File: config.mk
export PLATFORM = sky130hd
export DESIGN_NAME = disp_pwrseq
export DESIGN_NICKNAME = d
export VERILOG_FILES = /design/src/rtl/pwrseq_pkg.sv /design/src/rtl/pwrseq_guard.sv /design/src/rtl/pwrseq_stage.sv /design/src/rtl/disp_pwrseq.sv
export SDC_FILE = /design/constraint.sdc
export NUM_CORES = 1
export LEC_CHECK = 0
export BUFFER_PORTS_ARGS = -buffer_cell sky130_fd_sc_hd__buf_2
export CAP_MARGIN = 20
export CELL_PAD_IN_SITES_DETAIL_PLACEMENT = 1
export CELL_PAD_IN_SITES_GLOBAL_PLACEMENT = 2
export CORE_ASPECT_RATIO = 0.75
export CORE_MARGIN = 10
export CORE_UTILIZATION = 36
export DETAILED_ROUTE_END_ITERATION = 6
export PLACE_DENSITY = 0.89
export SYNTH_ARGS = -nofsm -noshare
export SYNTH_HDL_FRONTEND = slang
export SYNTH_SLANG_ARGS = --single-unit
File: constraint.sdc
create_clock -name clk -period 3.5 [get_ports clk]
set_input_delay 0.7 -clock clk [delete_from_list [all_inputs] [get_ports clk]]
set_output_delay 0.7 -clock clk [all_outputs]
set_load 0.05 [all_outputs]
File: src/rtl/pwrseq_pkg.sv
// Package: shared stage indices and the per-stage state type.
// Assumes four stages in power-up order clock, sync, display, PWM.
package pwrseq_pkg;
    localparam int NSTAGE   = 4;
    localparam int STG_CLK  = 0;
    localparam int STG_SYNC = 1;
    localparam int STG_DISP = 2;
    localparam int STG_PWM  = 3;

    typedef enum logic [1:0] {
        ST_OFF  = 2'd0,
        ST_UP   = 2'd1,
        ST_ON   = 2'd2,
        ST_DOWN = 2'd3
    } stage_st_t;
endpackage

File: src/rtl/pwrseq_guard.sv
// Frame guard counter: on start it latches the guard value and counts
// frame ticks. It reports done once the count reaches the guard value.
// Assumes tick is a one-cycle pulse; a tick in the start cycle is not counted.
module pwrseq_guard #(
    parameter int GUARD_W = 4
) (
    input  logic               clk,
    input  logic               rst_n,
    input  logic               start,
    input  logic               tick,
    input  logic [GUARD_W-1:0] guard_in,
    output logic               done
);
    logic               running;
    logic [GUARD_W-1:0] cnt;
    logic [GUARD_W-1:0] guard_q;

    // Arm on start, then count frame ticks up to the latched guard value.
    always_ff @(posedge clk) begin
        if (!rst_n) begin
            running <= 1'b0;
            cnt     <= '0;
            guard_q <= '0;
        end else if (start) begin
            running <= 1'b1;
            cnt     <= '0;
            guard_q <= guard_in;
        end else if (running && tick && (cnt != guard_q)) begin
            cnt <= cnt + 1'b1;
        end
    end

    // Done is a level that lasts until the next start.
    always_comb done = running && (cnt == guard_q);

    p_guard_cnt_r5: assert property (@(posedge clk) disable iff (!rst_n)
        cnt <= guard_q);
    p_guard_start_r7: assert property (@(posedge clk) disable iff (!rst_n)
        start |=> (cnt == '0));
endmodule

File: src/rtl/pwrseq_stage.sv
// One sequenced stage: off, rising, on, falling. A transition counts LAT
// cycles while its hold input is low and then settles. Assumes the parent
// only raises req_on in the off state and req_off in the on state.
module pwrseq_stage
    import pwrseq_pkg::*;
#(
    parameter int LAT = 2
) (
    input  logic clk,
    input  logic rst_n,
    input  logic req_on,
    input  logic req_off,
    input  logic hold_up,
    input  logic hold_dn,
    output logic drive,
    output logic active,
    output logic is_on,
    output logic is_off
);
    localparam int CW = $clog2(LAT + 1);
    localparam logic [CW-1:0] LAST = CW'(LAT - 1);

    stage_st_t      st;
    logic [CW-1:0]  cnt;

    // Stage state machine with the acknowledge latency counter.
    always_ff @(posedge clk) begin
        if (!rst_n) begin
            st  <= ST_OFF;
            cnt <= '0;
        end else begin
            case (st)
                ST_OFF:  if (req_on)  begin st <= ST_UP;   cnt <= '0; end
                ST_ON:   if (req_off) begin st <= ST_DOWN; cnt <= '0; end
                ST_UP:   if (!hold_up) begin
                             if (cnt == LAST) st <= ST_ON;
                             else             cnt <= cnt + 1'b1;
                         end
                default: if (!hold_dn) begin
                             if (cnt == LAST) st <= ST_OFF;
                             else             cnt <= cnt + 1'b1;
                         end
            endcase
        end
    end

    // Decode drive (requested on) and status (physically active).
    always_comb begin
        drive  = (st == ST_UP) || (st == ST_ON);
        active = (st == ST_ON) || (st == ST_DOWN);
        is_on  = (st == ST_ON);
        is_off = (st == ST_OFF);
    end

    p_cnt_range_r3: assert property (@(posedge clk) disable iff (!rst_n)
        cnt <= LAST);
    p_rise_ack_r3: assert property (@(posedge clk) disable iff (!rst_n)
        $rose(active) |-> ($past(st) == ST_UP) && !$past(hold_up));
    p_fall_ack_r10: assert property (@(posedge clk) disable iff (!rst_n)
        $fell(active) |-> ($past(st) == ST_DOWN) && !$past(hold_dn));
endmodule

File: src/rtl/disp_pwrseq.sv
// Display power sequencer top. It screens enable and disable requests
// against the stage order, drives the four stage instances, and gates
// the guarded and the fetch-dependent transitions. Assumes frame_tick and
// dma_done are one-cycle pulses and guard_frames is steady while in use.
module disp_pwrseq
    import pwrseq_pkg::*;
#(
    parameter int CLK_LAT  = 3,
    parameter int SYNC_LAT = 2,
    parameter int DISP_LAT = 2,
    parameter int PWM_LAT  = 4,
    parameter int GUARD_W  = 4
) (
    input  logic               clk,
    input  logic               rst_n,
    input  logic               en_wr,
    input  logic [3:0]         en_bits,
    input  logic               dis_wr,
    input  logic [3:0]         dis_bits,
    input  logic               dis_nowait,
    input  logic [GUARD_W-1:0] guard_frames,
    input  logic               frame_tick,
    input  logic               dma_done,
    output logic [3:0]         stage_drive,
    output logic [3:0]         status
);
    logic [NSTAGE-1:0] en_req, dis_req, clash, en_ok, dis_ok;
    logic [NSTAGE-1:0] on_req, off_req, hold_up, hold_dn;
    logic [NSTAGE-1:0] st_on, st_off;
    logic              guard_start, guard_done;
    logic              nowait_q, dma_seen;

    // Mask the strobes and drop stages named in both masks.
    always_comb begin
        en_req  = en_wr  ? en_bits  : '0;
        dis_req = dis_wr ? dis_bits : '0;
        clash   = en_req & dis_req;
        en_ok   = en_req & ~clash;
        dis_ok  = dis_req & ~clash;
    end

    // Accept enables only in order, disables only once dependents are off.
    always_comb begin
        on_req[STG_CLK]   = en_ok[STG_CLK]  && st_off[STG_CLK];
        on_req[STG_SYNC]  = en_ok[STG_SYNC] && st_off[STG_SYNC] && st_on[STG_CLK];
        on_req[STG_DISP]  = en_ok[STG_DISP] && st_off[STG_DISP] && st_on[STG_SYNC];
        on_req[STG_PWM]   = en_ok[STG_PWM]  && st_off[STG_PWM]  && st_on[STG_DISP];
        off_req[STG_DISP] = dis_ok[STG_DISP] && st_on[STG_DISP];
        off_req[STG_SYNC] = dis_ok[STG_SYNC] && st_on[STG_SYNC] && st_off[STG_DISP];
        off_req[STG_CLK]  = dis_ok[STG_CLK]  && st_on[STG_CLK]  && st_off[STG_SYNC];
        off_req[STG_PWM]  = dis_ok[STG_PWM]  && st_on[STG_PWM];
        guard_start       = on_req[STG_DISP] || off_req[STG_SYNC];
    end

    // Latch the PWM stop mode and record fetch completion after acceptance.
    always_ff @(posedge clk) begin
        if (!rst_n) begin
            nowait_q <= 1'b0;
            dma_seen <= 1'b0;
        end else if (off_req[STG_PWM]) begin
            nowait_q <= dis_nowait;
            dma_seen <= 1'b0;
        end else if (dma_done) begin
            dma_seen <= 1'b1;
        end
    end

    // Per-stage holds: guard on display-up and sync-down, fetch on PWM-down.
    always_comb begin
        hold_up          = '0;
        hold_dn          = '0;
        hold_up[STG_DISP] = !guard_done;
        hold_dn[STG_SYNC] = !guard_done;
        hold_dn[STG_PWM]  = !(nowait_q || dma_seen);
    end

    pwrseq_guard #(.GUARD_W(GUARD_W)) guard_i (
        .clk      (clk),
        .rst_n    (rst_n),
        .start    (guard_start),
        .tick     (frame_tick),
        .guard_in (guard_frames),
        .done     (guard_done)
    );

    for (genvar i = 0; i < NSTAGE; i++) begin : g_stage
        localparam int LAT = (i == STG_CLK)  ? CLK_LAT  :
                             (i == STG_SYNC) ? SYNC_LAT :
                             (i == STG_DISP) ? DISP_LAT : PWM_LAT;
        pwrseq_stage #(.LAT(LAT)) stage_i (
            .clk     (clk),
            .rst_n   (rst_n),
            .req_on  (on_req[i]),
            .req_off (off_req[i]),
            .hold_up (hold_up[i]),
            .hold_dn (hold_dn[i]),
            .drive   (stage_drive[i]),
            .active  (status[i]),
            .is_on   (st_on[i]),
            .is_off  (st_off[i])
        );
        if (i > 0) begin : g_order
            p_order_r4: assert property (@(posedge clk) disable iff (!rst_n)
                $rose(stage_drive[i]) |-> $past(status[i-1]));
        end
    end

    p_reset_r1: assert property (@(posedge clk)
        !rst_n |=> (status == 4'b0) && (stage_drive == 4'b0));
    p_sync_fall_r6: assert property (@(posedge clk) disable iff (!rst_n)
        $fell(status[STG_SYNC]) |-> !status[STG_DISP]);
    p_clk_fall_r6: assert property (@(posedge clk) disable iff (!rst_n)
        $fell(status[STG_CLK]) |-> !status[STG_SYNC]);
    p_disp_guard_r5: assert property (@(posedge clk) disable iff (!rst_n)
        $rose(status[STG_DISP]) |-> guard_done);
    p_sync_guard_r7: assert property (@(posedge clk) disable iff (!rst_n)
        $fell(status[STG_SYNC]) |-> guard_done);
    p_pwm_fetch_r8: assert property (@(posedge clk) disable iff (!rst_n)
        $fell(status[STG_PWM]) |-> ($past(nowait_q) || $past(dma_seen)));
endmodule

Yosys cells after proc, flatten, opt, wreduce, memory -nomap -nowiden
Cells that the tools add are included.

word-level totals
  register bits = 28
  input port bits = 19
  output and inout bits = 8

operators by class
  add/sub/neg operators = 5
  equality and inequality tests = 32
  mux-type cells = 44
  bitwise logic cells = 5
  reductions and logical operators = 46

operators with widths
  operator                                                                  number
  2-bit two-way mux                                                         30
  2-bit one-hot mux with 3 select lines                                     6
  2-bit by 1-bit inequality test with 1-bit output (second input constant)  12
  2-bit equality test (second input constant)                               9
  1-bit logical AND                                                         16
  5-bit AND reduction                                                       3
  4-bit bitwise AND                                                         3
  2-bit by 1-bit equality test with 1-bit output (second input constant)    6
  3-bit two-way mux                                                         4
  3-bit AND reduction                                                       4
  3-bit nonzero test                                                        4
  1-bit logical OR                                                          10
  3-bit one-hot mux with 3 select lines                                     1
  2-bit logical NOT                                                         4
  4-bit two-way mux                                                         2
  4-bit nonzero test                                                        2
  2-bit by 1-bit adder with 2-bit output (second input constant)            3
  4-bit by 1-bit adder with 4-bit output (second input constant)            1
  4-bit equality test                                                       1
  4-bit inequality test                                                     1
  4-bit NOT                                                                 1
  2-bit one-hot mux with 2 select lines                                     1
  4-bit AND reduction                                                       1
  2-bit OR reduction                                                        2
  5 further kinds                                                           5

Depth between registers and ports, before layout
  depth in word-level cells = 8
  gate-level depth with buffers = 7
  depth with buffers taken out = 7

Hierarchy
From an unflattened synthesis, not the netlist that was laid out.

unflattened totals
  cells, all modules = 222
  area, all modules = 1,954.4 µm²

by module, submodules not included
  module                                  instances  cells an instance  area each (µm²)  sequential area each (µm²)
  pwrseq_stage at g_stage[0].stage_i ...  3          37                 321.6            80.1
  pwrseq_guard                            1          42                 419.2            180.2
  pwrseq_stage at g_stage[3].stage_i      1          42                 380.4            100.1
  disp_pwrseq                             1          27                 190.2            40.0

Worst setup path before layout
Ideal clock, no wire load.

  path kind = in2reg
  start = input port en_bits[2]
  end = register g_stage[2].stage_i.cnt[1]
  setup time = 88 ps
  data arrival time = 1,857 ps
  data required time = 3,412 ps
  setup slack = 1,554 ps
  stages on the path = 5
  cell sequence = and2_1 -> o21ai_0 -> o2111ai_2 -> or4_1 -> o32ai_2

between the ends
  word-level cells in the longest chain between the ends = 8
  elaborated cells on any way between the ends = 11
  classes of those cells = eq/ne (2); mux (1); bitwise (4); reduce/logical (4)

ends and longest elaborated chain
  item                                                        line                                  text
  start: declaration                                          disp_pwrseq.sv:17                     input logic [3:0] en_bits,
  4-bit two-way mux (*)                                       disp_pwrseq.sv:35                     en_req = en_wr ? en_bits : '0;
  4-bit bitwise AND                                           disp_pwrseq.sv:37                     clash = en_req & dis_req;
  4-bit NOT                                                   disp_pwrseq.sv:38, disp_pwrseq.sv:39
  4-bit bitwise AND                                           disp_pwrseq.sv:38                     en_ok = en_req & ~clash;
  1-bit logical AND (2 in a row)                              disp_pwrseq.sv:46                     on_req[STG_DISP] = en_ok[STG_DISP] && st_off[STG_DISP] && st_on[STG_SYNC];
  2-bit by 1-bit inequality test with 1-bit output (no line)  -
  3-bit AND reduction (no line) (*)                           -
  end signal: assignment                                      pwrseq_stage.sv:37                    else cnt <= cnt + 1'b1;
  end signal: assignment                                      pwrseq_stage.sv:41                    else cnt <= cnt + 1'b1;
  end: declaration                                            pwrseq_stage.sv:24                    logic [CW-1:0] cnt;

Mark *: on every way between the ends. The rest lies on a longest branch, timed or not.
A chain may end at the register's enable or synchronous reset.

Final worst setup path
  start = register g_stage[0].stage_i.st[0]
  end = output port status[0]

between the ends
  word-level cells in the longest chain between the ends = 2
  elaborated cells on any way between the ends = 3
  classes of those cells = eq/ne (2); reduce/logical (1)

ends and longest elaborated chain
  item                      line                text
  start: declaration        pwrseq_stage.sv:23  stage_st_t st;
  start signal: assignment  pwrseq_stage.sv:29  st <= ST_OFF;
  start signal: assignment  pwrseq_stage.sv:33  ST_OFF: if (req_on) begin st <= ST_UP; cnt <= '0; end
  start signal: assignment  pwrseq_stage.sv:34  ST_ON: if (req_off) begin st <= ST_DOWN; cnt <= '0; end
  2-bit equality test       pwrseq_stage.sv:50  active = (st == ST_ON) || (st == ST_DOWN);
  1-bit logical OR (*)      pwrseq_stage.sv:50
  end: declaration          disp_pwrseq.sv:25   output logic [3:0] status

Marked as above.

==> metrics.md <==
| Metric | Value |
|---|---|
| Number of global-route vias before repair | 1567 |
| Final Cycle Share | 0.6476 |
| Layout cells sized above 1 | 0.1653 |
| Switching Share | 0.3782 |
| MaxCap Viol Count | 0 |
| Drt total wl | between 4 and 5 mm |
| Boundary Pins | 27 |
| Layout Utilization | 0.4109 |
| Initial antenna violation count | 0 |
| # rows | 22 |
| Cts hold-fix bufs | 0 |
| Drt via density | between 5 and 6 |
| CTS root buffer | clkbuf_8 |
| Port bufs | 26 |
| WP data required | 2.80 ns |
| Final period demand of the worst path | 2.267 ns |
| Post-DRT Antenna Nets | 0 |
| Most frequent cells in the layout | 28 x dfxtp_1, 27 x nor2_1, 26 x buf_2 |
| Number of synthesized register bits | 28 |
| Number of buffers created by CTS | 3 |
| Flop pwr share | 0.407 |
| Routed vias | 1523 |
| Comb pwr share | 0.365 |
| Clock Skew | 0.001571 ns |
| First-pass DRT Iterations | 4 |
| Yosys Warn Count | 0 |
| Dpl cells | just under 300 |
| Clock transition at the registers of the reported paths | roughly 0.10 ns |
| Initial DRC count | 91 |
| Outcome | finished clean |
| Setup slack after layout | 1.233 ns |
| Deepest clock path buffer count | 2 |
| Initial core utilization | 0.3723 |
| Syn Inst Count | 217 |
| Synth async-reset ratio | 0 |
| Wirelength per Cell | 14.15 microns |
| Syn avg cell area | 8.407 sq um |
| H-tree depth | 1 |
| Clock Latency Late Sink | 0.27 ns |
| Largest net degree at the start of global routing | 19 |
| Final nets | 279 |
| Total grt overflow | 0 |
| Highest attainable clock frequency | 441.2 MHz |
| Sequential area share after synthesis | 0.3073 |
| CTS tree | yes |
| Remaining DRCs | 0 |
| Startpoint class of the critical path | flop |
| Post-synth cell types | 41 |
| Final Non-Filler Cells | approximately 300 |
| Chip Height | 81.65 microns |
| Final Max Slew Viols | 0 |
| Switch Pwr | 338.1 uW |
| Worst Setup Path Type | flop to output pin |
| Post-route setup TNS | 0 ns |
| Max VDD drop | 0.0001265 V |
| Post-Syn Nets | 259 |
| WP data arrival | 1.57 ns |
| Area Overhead vs Synth | 10.36% |
| Die outline width | 102.2 microns |
| Resize count post-CTS | 0 |
| Final setup violation count | 0 |
| Synth Cell Area | 1824 sq um |
| Die area | ~8300 sq um |
| Static Leak | 0.0008788 uW |
| Max_slew headroom | 0.5438 |
| Worst Hold Class | flop to flop |
| EDFF count, synth | 0 |
| Post-CTS Setup Bufs | 0 |
| Final Wtd Congestion | 0.7442 |
| Core footprint | 4900 sq um |
| RSZ-0062 raised after global routing | no |
| DP Worst Slack | 1.288 ns |
| Worst-margin pin slew | 0.6843 ns |
| Final Hold Vio Count | 0 |
| Most common cell after layout, fill and taps aside | dfxtp_1 |
| First-pass GRT wire length | 7.231 mm |
| HPWL Detailed | 3.385 mm |
| CTS sink count | 28 |
| Internal power | 555.7 uW |
| Crit path capture type | output pin |
| Critical path peak fanout | 6 |
| Ant diodes | 0 |
| Hold_ws | 0.4809 ns |
| Main synth FF type | dfxtp_1 |
| PwrDens | about 440 nW/um^2 |
| Clk pwr share | 0.228 |
| Gr usage total | 0.1048 |
## flip-flops by register name, indices dropped and copies added, names as in the netlist
| signal | count |
|---|---|
| guard_i.cnt | 4 |
| nowait_q | 1 |
| guard_i.guard_q | 4 |
| guard_i.running | 1 |
| g_stage.stage_i.cnt | 9 |
| g_stage.stage_i.st | 8 |
| dma_seen | 1 |
## cell families after synthesis
| logic type | Yosys count | share of synthesized area |
|---|---|---|
| compound gates | 43 | 0.1653 |
| xor+xnor | 7 | 0.03361 |
| buf+inv | 31 | 0.08025 |
| simple gates | 76 | 0.2064 |
| fa+ha+maj | 23 | 0.1578 |
| flops | 28 | 0.3073 |
| mux | 9 | 0.04938 |
## path summary, 6_finish.rpt
path | startpoint | to | slack (ns) | depth (start not counted)
worst min-delay path | g_stage[3].stage_i.cnt[1] | g_stage[3].stage_i.cnt[1] | 0.48 | 2
worst max-delay path | g_stage[0].stage_i.st[0] | status[0] | 1.23 | 4
worst min register to register | g_stage[3].stage_i.cnt[1] | g_stage[3].stage_i.cnt[1] | 0.48 | 2
worst max register to register | g_stage[3].stage_i.st[0] | g_stage[3].stage_i.st[1] | 1.54 | 6
## power by group through the flow
stage,clock (uW),sequential (uW),combinational (uW)
4_1_cts,219,363,330
3_5_place_dp,0,371,327
5_1_grt,229,368,365
6_report,204,364,326
2_1_floorplan,0,365,279
3_3_place_gp,0,370,325
## area by class of cell
class                           count  area, sq um
Tap cell                           60        75.07
Sequential cell                    28        560.5
Multi-Input combinational cell    158         1117
Timing Repair Buffer               26        130.1
Inverter                           20        75.07
Clock buffer                        4        55.05
Fill cell                         615         2887
## synth_stat cells (6+ instances only)
cell,n,area share
a21oi_1,13,0.036
ha_1,23,0.16
dfxtp_1,28,0.31
xor2_1,6,0.029
o31ai_1,6,0.025
o21ai_0,8,0.022
inv_1,19,0.039
buf_4,8,0.033
nor2_1,27,0.056
nand2_1,21,0.043
mux2i_1,9,0.049
## per-stage QoR
stage | power [uW] | cell area [sq um]
after floorplan | 644.0 | 1824
after global placement | 694.9 | 1958
after detailed placement | 697.8 | 1958
after CTS | 912.0 | 2013
after global routing | 961.3 | 2013
final | 893.8 | 2013
## layer usage
metal | wire (microns) | GRT usage | vias to the layer above
met5 | 0 | 0 | -
met4 | 36 | 0.02528 | 0
met3 | 202 | 0.02685 | 2
met2 | 1840 | 0.1740 | 16
met1 | 2110 | 0.1336 | 720
li1 | - | - | 785
## critical path: stages (launching register included)
cell and delay (ns):
dfxtp_1 0.42, inv_1 0.09, ha_1 0.27, or2_2 0.31, buf_2 0.21
(Power assumes the default switching activity.)
